**src/rtl/int_alu_pkg.sv**
```systemverilog
package int_alu_pkg;

   typedef enum logic [3:0] {
      OP_ADD   = 4'd0,
      OP_ADC   = 4'd1,
      OP_SUB   = 4'd2,
      OP_SBB   = 4'd3,
      OP_INC   = 4'd4,
      OP_DEC   = 4'd5,
      OP_NEG   = 4'd6,
      OP_CMP   = 4'd7,
      OP_AND   = 4'd8,
      OP_OR    = 4'd9,
      OP_XOR   = 4'd10,
      OP_NOT   = 4'd11,
      OP_RSV12 = 4'd12,
      OP_RSV13 = 4'd13,
      OP_RSV14 = 4'd14,
      OP_RSV15 = 4'd15
   } alu_op_e;

   // bit positions inside a flag vector
   localparam int FL_C = 0;
   localparam int FL_P = 1;
   localparam int FL_A = 2;
   localparam int FL_Z = 3;
   localparam int FL_S = 4;
   localparam int FL_O = 5;
   localparam int FL_N = 6;

   typedef struct packed {
      logic ovf;
      logic sgn;
      logic zro;
      logic aux;
      logic par;
      logic cry;
   } flag_t;

   // operand steering for the shared adder
   typedef struct packed {
      logic x_zero;    // first adder input forced to zero
      logic y_one;     // second adder input is the constant one
      logic y_from_a;  // second adder input taken from operand A
      logic subtract;  // invert second input and carry sense
      logic use_cf;    // fold the incoming carry flag in
   } arith_ctl_t;

   function automatic arith_ctl_t arith_ctl(alu_op_e op);
      arith_ctl_t c;
      c = '0;
      unique case (op)
         OP_ADC:         c.use_cf = 1'b1;
         OP_SUB, OP_CMP: c.subtract = 1'b1;
         OP_SBB:         begin c.subtract = 1'b1; c.use_cf = 1'b1; end
         OP_INC:         c.y_one = 1'b1;
         OP_DEC:         begin c.y_one = 1'b1; c.subtract = 1'b1; end
         OP_NEG:         begin c.x_zero = 1'b1; c.y_from_a = 1'b1; c.subtract = 1'b1; end
         default:        c = '0;
      endcase
      return c;
   endfunction

   function automatic logic is_arith(alu_op_e op);
      return (op <= OP_CMP);
   endfunction

   function automatic logic is_bitwise(alu_op_e op);
      return (op == OP_AND) || (op == OP_OR) || (op == OP_XOR) || (op == OP_NOT);
   endfunction

   function automatic logic [FL_N-1:0] upd_mask(alu_op_e op);
      logic [FL_N-1:0] m;
      unique case (op)
         OP_INC, OP_DEC:                 m = 6'b111110;
         OP_NOT, OP_RSV12, OP_RSV13,
         OP_RSV14, OP_RSV15:             m = 6'b000000;
         default:                        m = 6'b111111;
      endcase
      return m;
   endfunction

   function automatic logic writes_result(alu_op_e op);
      return (op != OP_CMP) && (op < OP_RSV12);
   endfunction

endpackage

```
**src/rtl/alu_addsub.sv**
```systemverilog
module alu_addsub #(
   parameter int DATA_W   = 16,
   parameter int NARROW_W = 8,
   parameter bit RIPPLE   = 1'b0
) (
   input  logic [DATA_W-1:0]              a,
   input  logic [DATA_W-1:0]              b,
   input  logic                           cf_in,
   input  int_alu_pkg::arith_ctl_t        ctl,
   output logic [DATA_W-1:0]              sum,
   output logic                           c_nib,   // carry into bit 4
   output logic                           c_nmsb,  // carry into narrow top bit
   output logic                           c_nout,  // carry out of narrow width
   output logic                           c_wmsb,  // carry into word top bit
   output logic                           c_wout   // carry out of word width
);

   localparam int NIB = 4;

   logic [DATA_W-1:0] x;
   logic [DATA_W-1:0] y_raw;
   logic [DATA_W-1:0] y;
   logic              c0;

   always_comb begin
      x     = ctl.x_zero ? '0 : a;
      y_raw = ctl.y_one ? DATA_W'(1) : (ctl.y_from_a ? a : b);
      y     = ctl.subtract ? ~y_raw : y_raw;
      c0    = (ctl.use_cf ? cf_in : 1'b0) ^ ctl.subtract;
   end

   generate
      if (RIPPLE) begin : g_ripple
         logic [DATA_W:0] cv;
         assign cv[0] = c0;
         for (genvar i = 0; i < DATA_W; i++) begin : g_bit
            assign sum[i]  = x[i] ^ y[i] ^ cv[i];
            assign cv[i+1] = (x[i] & y[i]) | (cv[i] & (x[i] ^ y[i]));
         end
         assign c_nib  = cv[NIB];
         assign c_nmsb = cv[NARROW_W-1];
         assign c_nout = cv[NARROW_W];
         assign c_wmsb = cv[DATA_W-1];
         assign c_wout = cv[DATA_W];
      end else begin : g_behav
         logic [DATA_W:0] tot;
         assign tot    = {1'b0, x} + {1'b0, y} + {{DATA_W{1'b0}}, c0};
         assign sum    = tot[DATA_W-1:0];
         assign c_nib  = tot[NIB] ^ x[NIB] ^ y[NIB];
         assign c_nmsb = tot[NARROW_W-1] ^ x[NARROW_W-1] ^ y[NARROW_W-1];
         assign c_nout = tot[NARROW_W] ^ x[NARROW_W] ^ y[NARROW_W];
         assign c_wmsb = tot[DATA_W-1] ^ x[DATA_W-1] ^ y[DATA_W-1];
         assign c_wout = tot[DATA_W];
      end
   endgenerate

endmodule

```
**src/rtl/alu_bitwise.sv**
```systemverilog
module alu_bitwise #(
   parameter int DATA_W = 16
) (
   input  logic [DATA_W-1:0]     a,
   input  logic [DATA_W-1:0]     b,
   input  int_alu_pkg::alu_op_e  op,
   output logic [DATA_W-1:0]     y
);
   import int_alu_pkg::*;

   always_comb begin
      unique case (op)
         OP_AND:  y = a & b;
         OP_OR:   y = a | b;
         OP_XOR:  y = a ^ b;
         OP_NOT:  y = ~a;
         default: y = a;
      endcase
   end

endmodule

```
**src/rtl/alu_cond.sv**
```systemverilog
module alu_cond (
   input  logic       cf,
   input  logic       pf,
   input  logic       zf,
   input  logic       sf,
   input  logic       of,
   input  logic [3:0] cond,
   output logic       taken
);

   logic base;
   logic lt;

   always_comb begin
      lt = sf ^ of;
      unique case (cond[3:1])
         3'd0: base = of;
         3'd1: base = cf;
         3'd2: base = zf;
         3'd3: base = cf | zf;
         3'd4: base = sf;
         3'd5: base = pf;
         3'd6: base = lt;
         default: base = lt | zf;
      endcase
      taken = base ^ cond[0];
   end

endmodule

```
**src/rtl/int_alu.sv**
```systemverilog
module int_alu #(
   parameter int DATA_W   = 16,
   parameter int NARROW_W = 8,
   parameter bit RIPPLE   = 1'b0
) (
   input  logic [15:0] opnd_a,
   input  logic [15:0] opnd_b,
   input  logic [3:0]  op,
   input  logic        word,
   input  logic [5:0]  flags_in,
   input  logic [3:0]  cond,
   output logic [15:0] result,
   output logic        res_wr,
   output logic [5:0]  flags_out,
   output logic        taken
);
   import int_alu_pkg::*;

   localparam int PAR_W = 8;
   localparam int UP_W  = DATA_W - NARROW_W;

   generate
      if (DATA_W != 16) begin : g_bad_port_w
         $error("int_alu: port widths are fixed at 16 bits");
      end
      if (NARROW_W * 2 != DATA_W) begin : g_bad_ratio
         $error("int_alu: narrow width must be half the data width");
      end
      if (NARROW_W < PAR_W) begin : g_bad_narrow
         $error("int_alu: narrow width must cover the parity byte");
      end
   endgenerate

   alu_op_e         opc;
   arith_ctl_t      actl;
   logic [DATA_W-1:0] sum;
   logic [DATA_W-1:0] bw_y;
   logic            c_nib, c_nmsb, c_nout, c_wmsb, c_wout;
   logic [DATA_W-1:0] raw;
   logic [DATA_W-1:0] res;
   logic            cout_sel, cmsb_sel, arith;
   flag_t           nf;
   logic [FL_N-1:0] mask;

   assign opc  = alu_op_e'(op);
   assign actl = arith_ctl(opc);

   alu_addsub #(
      .DATA_W   (DATA_W),
      .NARROW_W (NARROW_W),
      .RIPPLE   (RIPPLE)
   ) u_addsub (
      .a      (opnd_a),
      .b      (opnd_b),
      .cf_in  (flags_in[FL_C]),
      .ctl    (actl),
      .sum    (sum),
      .c_nib  (c_nib),
      .c_nmsb (c_nmsb),
      .c_nout (c_nout),
      .c_wmsb (c_wmsb),
      .c_wout (c_wout)
   );

   alu_bitwise #(
      .DATA_W (DATA_W)
   ) u_bitwise (
      .a  (opnd_a),
      .b  (opnd_b),
      .op (opc),
      .y  (bw_y)
   );

   always_comb begin
      arith    = is_arith(opc);
      raw      = arith ? sum : bw_y;
      res      = word ? raw : {{UP_W{1'b0}}, raw[NARROW_W-1:0]};
      cout_sel = word ? c_wout : c_nout;
      cmsb_sel = word ? c_wmsb : c_nmsb;

      nf.cry = arith & (cout_sel ^ actl.subtract);
      nf.aux = arith & (c_nib ^ actl.subtract);
      nf.ovf = arith & (cmsb_sel ^ cout_sel);
      nf.sgn = word ? res[DATA_W-1] : res[NARROW_W-1];
      nf.zro = ~|res;
      nf.par = ~^res[PAR_W-1:0];

      mask      = upd_mask(opc);
      flags_out = (nf & mask) | (flags_in & ~mask);
      result    = res;
      res_wr    = writes_result(opc);
   end

   alu_cond u_cond (
      .cf    (flags_in[FL_C]),
      .pf    (flags_in[FL_P]),
      .zf    (flags_in[FL_Z]),
      .sf    (flags_in[FL_S]),
      .of    (flags_in[FL_O]),
      .cond  (cond),
      .taken (taken)
   );

endmodule

```
**config.mk**
```make
export PLATFORM = sky130hd
export DESIGN_NAME = int_alu
export DESIGN_NICKNAME = d
export VERILOG_FILES = /design/src/rtl/int_alu_pkg.sv /design/src/rtl/alu_addsub.sv /design/src/rtl/alu_bitwise.sv /design/src/rtl/alu_cond.sv /design/src/rtl/int_alu.sv
export SDC_FILE = /design/constraint.sdc
export NUM_CORES = 1
export LEC_CHECK = 0
export BUFFER_PORTS_ARGS = -buffer_cell sky130_fd_sc_hd__buf_2
export CAP_MARGIN = 20
export CELL_PAD_IN_SITES_DETAIL_PLACEMENT = 0
export CELL_PAD_IN_SITES_GLOBAL_PLACEMENT = 1
export CORE_MARGIN = 3
export CORE_UTILIZATION = 36
export DETAILED_ROUTE_END_ITERATION = 8
export PLACE_DENSITY_LB_ADDON = 0.1
export SLEW_MARGIN = 5
export SYNTH_ARGS = -nofsm -noshare
export SYNTH_HDL_FRONTEND = slang
export SYNTH_SLANG_ARGS = --single-unit
```
**constraint.sdc**
```tcl
create_clock -name vclk -period 7.1
set_clock_uncertainty 0.15 [all_clocks]
set_input_delay 1.42 -clock vclk [all_inputs]
set_output_delay 1.42 -clock vclk [all_outputs]
set_load 0.005 [all_outputs]
```
==> flow_metrics.env, run 1 <==
export IMPL_tns_ns=0
export IMPL_status="finished clean"
export IMPL_syn_nets=550
export IMPL_cts_hold_buf=0
export IMPL_pre_cts_slack_ns=0.499
export IMPL_drcViolationCount=0
export IMPL_clock_fmax_mhz=151
export IMPL_clock_buffers=0
export IMPL_die_area_sq_um=9820
export IMPL_hold_path_class="primary input to output port"
export IMPL_gr_total_overflow=0
export IMPL_routed_wirelength_um=10800
export IMPL_finalHoldViolCount=0
export IMPL_fp_dieW_um=99.1
export IMPL_seq_cells=0
export IMPL_post_cts_buffers=0
export IMPL_wl_per_cell_um=17.5
export IMPL_syn_area_sq_um=3120
export IMPL_max_cap_violations=0
export IMPL_coreArea_sq_um=8300
export IMPL_track_usage=0.215
export IMPL_syn_to_final_growth_pct=15.7
export IMPL_min_from="cond[0]"
export IMPL_yosysWarnings=0
export IMPL_fin_crit_sh=0.932
export IMPL_p_leak_nw=1.82
export IMPL_layout_drive_gt1_share=0.224
export IMPL_place_area_sq_um=3610
export IMPL_slew_headroom=0.537
export IMPL_startpoint_type="primary input"
export IMPL_ctsResizeCount=0
export IMPL_rsz0062_at_grt="false"
export IMPL_slew_viol_final=0
export IMPL_final_cells=615
export IMPL_final_cell_mix="buf_2 (71), inv_1 (59), ha_1 (51)"
export IMPL_min_to="taken"
export IMPL_path_max_fanout=13
export IMPL_peakVddDrop_uv=30.7
export IMPL_start_util=0.376
export IMPL_first_iter_violations=164
export IMPL_post_dp_hpwl_um=8720
export IMPL_final_design_area_no_fill_sq_um=3610
export IMPL_crit_path_end_kind="output port"
export IMPL_cellPowerDensity_nw_per_um2=105
export IMPL_min_period_ns=6.62
export IMPL_cp_data_required_time_ns=5.53
export IMPL_place_gp_congestion=0.862
export IMPL_regArea_sq_um=0
export IMPL_dr_pass1_iters=5
export IMPL_vias=3468
export IMPL_finalPower_mw=0.379
export IMPL_rows=33
export IMPL_io_buffers=71
export IMPL_synth_seq_area_share=0
export IMPL_setup_viol=0
export IMPL_drtAntennaViolNets=0
export IMPL_layout_nets=612
export IMPL_layout_setup_ws_ns=0.483
export IMPL_grt_pass1_vias=3351
export IMPL_antenna_cells=0
export IMPL_hold_path_depth=3
export IMPL_antenna_found_initial=0
export IMPL_synth_cells=450
export IMPL_vias_per_cell=5.64
export IMPL_die_h_um=99.1
export IMPL_arrival_ns=5.05
export IMPL_synth_cell_types=61
export IMPL_place_inst=615
export IMPL_synth_area_per_cell_sq_um=6.93
export IMPL_crit_type="primary input to output port"
export IMPL_grt_pass1_wl_um=17500
export IMPL_worstMarginPinSlew_ns=0.694
export IMPL_final_common_cell="buf_2"
export IMPL_grt_max_degree=24
export IMPL_io_pins=71
layer usage:
metal,track usage,vias to the layer above,wire length [um]
li1,-,1724,-
met1,0.313,1644,5200
met2,0.361,90,4930
met3,0.0127,10,517
met4,0.0200,0,103
met5,0,-,0
how the worst max path moves through the flow:
stage,from,endpoint,slack (ns),cells after the start
after global placement,op[1],flags_out[1],0.56,19
after floorplan,op[1],flags_out[1],0.53,19
after detailed placement,op[1],flags_out[3],0.50,17
final,op[1],flags_out[1],0.48,18
after global routing,op[0],flags_out[3],0.13,17
after CTS,op[1],flags_out[3],0.50,17
through the flow:
step,hold WS (ns),util
finish,2.95,0.435
floorplan,2.75,-
global placement,2.95,0.435
detailed placement,2.95,0.435
global route,2.97,0.435
CTS,2.95,0.435
synth_stat cells (3+ instances only):
cell type	count	area (sq um)
nor2_1	44	165
o211a_1	3	30.0
nand2_1	34	128
buf_4	3	22.5
xor2_1	6	52.6
o31ai_1	3	22.5
a21o_1	7	52.6
buf_1	6	22.5
inv_1	59	221
nand2b_1	3	18.8
o211ai_1	3	22.5
and3_1	3	18.8
o22ai_1	6	37.5
or3_1	3	18.8
a21oi_1	37	185
a22oi_1	9	67.6
clkbuf_1	10	37.5
xnor2_1	18	158
buf_2	5	25.0
o21ai_0	27	135
mux4_2	8	180
mux2i_1	13	130
o21a_1	6	45.0
ha_1	51	638
mux2_2	4	45.0
a31oi_1	7	43.8
nor3_1	11	55.1
o22a_1	11	96.3
a211oi_1	8	60.1
nand3_1	3	15.0
cells by family (layout without fill, tap and decap cells):
group           count (synthesis)  in the layout  share of synthesized area
buf+inv                        86            146                      0.112
compound gates                147            147                      0.321
fa+ha+maj                      53             53                      0.217
simple gates                  115            115                      0.169
xor+xnor                       24             24                     0.0674
mux                            25             25                      0.114
report_power, final:
| group | switching, mW | internal, mW |
|---|---|---|
| logic | 0.211 | 0.168 |
| registers | 0 | 0 |
| clock network | 0 | 0 |
worst max-delay path, stage by stage:
cell and delay [ns]:
buf_2 0.12, buf_4 0.20, and2_0 0.27, a31o_2 0.29, a21oi_1 0.20, fa_1 0.29, inv_1 0.07, fa_1 0.40
nor2b_1 0.17, o31a_2 0.22, a21o_1 0.15, nor2_1 0.05, nor3_1 0.30, ha_1 0.30, xor2_1 0.15, xnor2_1 0.20
a21oi_1 0.10, buf_2 0.14
final cells by class:
type                       instances  area [sq um]
fill                             908          4690
inverter                          61           229
multi-input combinational        364          2780
tap                              105           131
timing repair buffer              85           473
Power figures use the tool's default switching activity.
==> run 2: changes to the inputs <==
PLACE_DENSITY = 0.87   (was unset)
PLACE_DENSITY_LB_ADDON = unset   (was 0.1)
==> run 2 against run 1 <==
  * Non-clock buffer count grew 2
  * Critical path type unchanged
  * Highest routed layer unchanged
  * First-iteration DRC count increased by 55%
  * Sequential share of layout area stayed put
  * Fmax is 1.6% lower
  * Via count up 2.6%
  * Global-route usage is 1.3 points lower
==> flow_metrics.env, run 2 (synthesis results as in run 1) <==
export IMPL_slew_headroom=0.524
export IMPL_finalHoldViolCount=0
export IMPL_worstMarginPinSlew_ns=0.713
export IMPL_final_design_area_no_fill_sq_um=3610
export IMPL_drtAntennaViolNets=0
export IMPL_n_fill_cell=864
export IMPL_rsz0062_at_grt="false"
export IMPL_status="finished clean"
export IMPL_max_cap_violations=0
export IMPL_io_buffers=71
export IMPL_min_period_ns=6.72
export IMPL_place_gp_congestion=0.903
export IMPL_p_leak_nw=1.83
export IMPL_die_h_um=99.1
export IMPL_gr_total_overflow=0
export IMPL_rows=33
export IMPL_peakVddDrop_uv=28.4
export IMPL_grt_pass1_wl_um=16800
export IMPL_tns_ns=0
export IMPL_post_dp_hpwl_um=8380
export IMPL_io_pins=71
export IMPL_clock_buffers=0
export IMPL_cts_hold_buf=0
export IMPL_vias=3557
export IMPL_die_area_sq_um=9820
export IMPL_wl_per_cell_um=16.7
export IMPL_start_util=0.376
export IMPL_startpoint_type="primary input"
export IMPL_slowest_stage="fa_1"
export IMPL_fin_crit_sh=0.947
export IMPL_dr_pass1_iters=6
export IMPL_grt_pass1_vias=3420
export IMPL_arrival_ns=5.15
export IMPL_critPathMaxStageDelay_ns=0.48
export IMPL_coreArea_sq_um=8300
export IMPL_vias_per_cell=5.76
export IMPL_crit_path_end_kind="output port"
export IMPL_worstPathCellList="buf_2, and2b_2, nor2_2, a22oi_1, o22ai_1, fa_1, inv_1, fa_1, nor2b_1, o31a_2, o21ai_0, nand2b_1, xnor2_1, o21a_1, ha_1, xor2_1, xnor2_1, a21oi_1, buf_2"
export IMPL_cellPowerDensity_nw_per_um2=104
export IMPL_clock_fmax_mhz=149
export IMPL_drcViolationCount=0
export IMPL_syn_to_final_growth_pct=15.6
export IMPL_antenna_found_initial=0
export IMPL_seq_cells=0
export IMPL_first_iter_violations=254
export IMPL_cp_data_required_time_ns=5.53
export IMPL_final_cell_mix="buf_2 (71), inv_1 (59), ha_1 (51)"
export IMPL_slew_viol_final=0
export IMPL_antenna_cells=0
export IMPL_path_max_fanout=17
export IMPL_layout_drive_gt1_share=0.225
export IMPL_grt_max_degree=19
export IMPL_post_cts_buffers=0
export IMPL_place_area_sq_um=3610
export IMPL_routed_wirelength_um=10300
export IMPL_ctsResizeCount=0
export IMPL_regArea_sq_um=0
export IMPL_hold_path_class="primary input to output port"
export IMPL_finalCoreUtilization=0.435
export IMPL_final_common_cell="buf_2"
export IMPL_crit_type="primary input to output port"
export IMPL_track_usage=0.202
export IMPL_setup_viol=0
export IMPL_fp_dieW_um=99.1
export IMPL_layout_nets=614
[run 2: final timing paths]
check                     endpoint  slack, ns  cells past startpoint  startpoint
worst min-delay path         taken       2.95                      3     cond[0]
worst max-delay path  flags_out[1]       0.38                     19       op[2]
[run 2: critical path, delay by kind of cell]
family	cells	cell delay, ns
AO/OA/AOI/OAI	6	1.13
adder cells (fa/ha/maj)	3	1.01
buffers and inverters	3	0.55
AND/OR/NAND/NOR	4	0.53
XOR/XNOR	3	0.49
[run 2: where the power goes]
part | internal [mW] | switching [mW] | total (mW) | leakage, nW
Combinational | 0.168 | 0.208 | 0.377 | 1.83
Sequential | 0 | 0 | 0 | 0
Clock | 0 | 0 | 0 | 0
Total | 0.168 | 0.208 | 0.377 | 1.83
[run 2: routing by layer]
layer / global-route usage / share of wire
met5: 0 / 0
met4: 0.0242 / 0.0075
met3: 0.0234 / 0.071
met2: 0.351 / 0.49
met1: 0.276 / 0.44
[run 2: layout make-up]
| cell class | count | area [sq um] | share of cell area |
|---|---|---|---|
| tap | 105 | 131 | 0.0364 |
| multi-input combinational | 364 | 2770 | 0.768 |
| timing repair buffer | 87 | 475 | 0.132 |
| inverter | 61 | 229 | 0.0635 |
[run 2: per-stage QoR]
stage                     power (mW)  hold slack, ns  setup slack [ns]  cells
final                          0.377            2.95             0.376    617
after global routing           0.417            2.95             0.102    617
after CTS                      0.374            2.95             0.409    617
after detailed placement       0.372            2.95             0.418    617
after global placement         0.368            2.95             0.410    617
after floorplan                0.259            2.75             0.526    450
==> run 3: changes to the inputs <==
BUFFER_PORTS_ARGS = -buffer_cell sky130_fd_sc_hd__clkbuf_2   (was -buffer_cell sky130_fd_sc_hd__buf_2)
==> run 3 against run 2 <==
  * First-iteration DRC count fell by 42%
  * Setup slack improved by 0.16 ns
  * Critical path depth fell by 1
  * Final cell count did not move
  * Core utilization did not move
  * Fmax rose by 2.5%
  * Combinational power barely moved
  * Sequential share of layout area did not move
  * Non-clock buffer count did not move
  * Power rose by 0.15%
  * Via count fell by 2.3%
  * Critical endpoint unchanged
  * Largest cell class unchanged
==> flow_metrics.env, run 3 (synthesis results as in run 1) <==
export IMPL_status="finished clean"
export IMPL_finalHoldViolCount=0
export IMPL_first_iter_violations=147
export IMPL_gr_total_overflow=0
export IMPL_io_pins=71
export IMPL_die_area_sq_um=9820
export IMPL_clock_buffers=0
export IMPL_cts_hold_buf=0
export IMPL_rsz0062_at_grt="false"
export IMPL_routed_wirelength_um=10200
export IMPL_clock_fmax_mhz=152
export IMPL_finalPower_mw=0.377
export IMPL_io_buffers=71
export IMPL_final_common_cell="clkbuf_2"
export IMPL_grt_pass1_vias=3326
export IMPL_slowest_stage="fa_1"
export IMPL_path_buf_inv=4
export IMPL_ctsResizeCount=0
export IMPL_arrival_ns=4.99
export IMPL_path_max_fanout=10
export IMPL_max_cap_violations=0
export IMPL_vias_per_cell=5.63
export IMPL_vias=3476
export IMPL_tns_ns=0
export IMPL_place_area_sq_um=3610
export IMPL_drcViolationCount=0
export IMPL_worstPathCellList="clkbuf_2, buf_4, and2_0, a31o_2, a21oi_1, fa_1, inv_1, fa_1, nor2b_1, o31a_2, a21o_1, nor2_1, nor3_1, ha_1, xor2_1, xnor2_1, a21oi_1, clkbuf_2"
export IMPL_peakVddDrop_uv=22.6
export IMPL_min_period_ns=6.56
export IMPL_start_util=0.376
export IMPL_layout_nets=614
export IMPL_seq_cells=0
export IMPL_antenna_cells=0
export IMPL_n_fill_cell=899
export IMPL_antenna_found_initial=0
export IMPL_place_gp_congestion=0.968
export IMPL_drtAntennaViolNets=0
export IMPL_post_cts_buffers=0
export IMPL_slew_viol_final=0
export IMPL_track_usage=0.201
export IMPL_die_h_um=99.1
export IMPL_grt_pass1_wl_um=16600
export IMPL_p_leak_nw=1.84
export IMPL_grt_max_degree=20
export IMPL_cellPowerDensity_nw_per_um2=105
export IMPL_slew_headroom=0.535
export IMPL_coreArea_sq_um=8300
export IMPL_fin_crit_sh=0.924
export IMPL_hold_path_class="primary input to output port"
export IMPL_cp_data_required_time_ns=5.53
export IMPL_layout_drive_gt1_share=0.225
export IMPL_crit_type="primary input to output port"
export IMPL_post_dp_hpwl_um=8290
export IMPL_final_cell_mix="clkbuf_2 (71), inv_1 (59), ha_1 (51)"
export IMPL_wl_per_cell_um=16.5
export IMPL_fp_dieW_um=99.1
export IMPL_final_design_area_no_fill_sq_um=3610
export IMPL_cp_top_family="compound AO/OA/AOI/OAI gates"
export IMPL_critPathMaxStageDelay_ns=0.41
export IMPL_crit_path_end_kind="output port"
export IMPL_layout_setup_ws_ns=0.540
export IMPL_syn_to_final_growth_pct=15.6
export IMPL_rows=33
export IMPL_setup_viol=0
export IMPL_finalCoreUtilization=0.435
export IMPL_worstMarginPinSlew_ns=0.696
export IMPL_pre_cts_slack_ns=0.533
export IMPL_regArea_sq_um=0
export IMPL_dr_pass1_iters=4
export IMPL_startpoint_type="primary input"
-- run 3: cell count changes in the layout (fill, tap and decap cells not counted), sizes merged --
cell and delta:
buf -71, clkbuf +71
-- run 3: through the flow --
stage	hold slack, ns	instances
3_3_place_gp	2.94	617
2_1_floorplan	2.75	450
3_5_place_dp	2.94	617
6_report	2.94	617
5_1_grt	2.96	617
4_1_cts	2.94	617
-- run 3: routing by layer --
| metal | wire length, um | vias up | global-route usage |
|---|---|---|---|
| li1 | - | 1728 | - |
| met1 | 4700 | 1622 | 0.292 |
| met2 | 4770 | 118 | 0.332 |
| met3 | 620 | 8 | 0.00920 |
| met4 | 121 | 0 | 0.0368 |
| met5 | 0 | - | 0 |
-- run 3: final timing paths --
check  slack [ns]  cells after the start      endpoint  startpoint
min          2.94                      3         taken     cond[0]
max          0.54                     18  flags_out[1]       op[0]
-- run 3: layout make-up --
| cell class | count | area [sq um] | share of cell area |
|---|---|---|---|
| Inverter | 61 | 229 | 0.0635 |
| Tap cell | 105 | 131 | 0.0364 |
| Multi-Input combinational cell | 364 | 2770 | 0.768 |
| Timing Repair Buffer | 87 | 475 | 0.132 |
-- run 3: power breakdown --
| group | switching [mW] | internal (mW) | total (mW) |
|---|---|---|---|
| clock network | 0 | 0 | 0 |
| registers | 0 | 0 | 0 |
| logic | 0.209 | 0.168 | 0.377 |
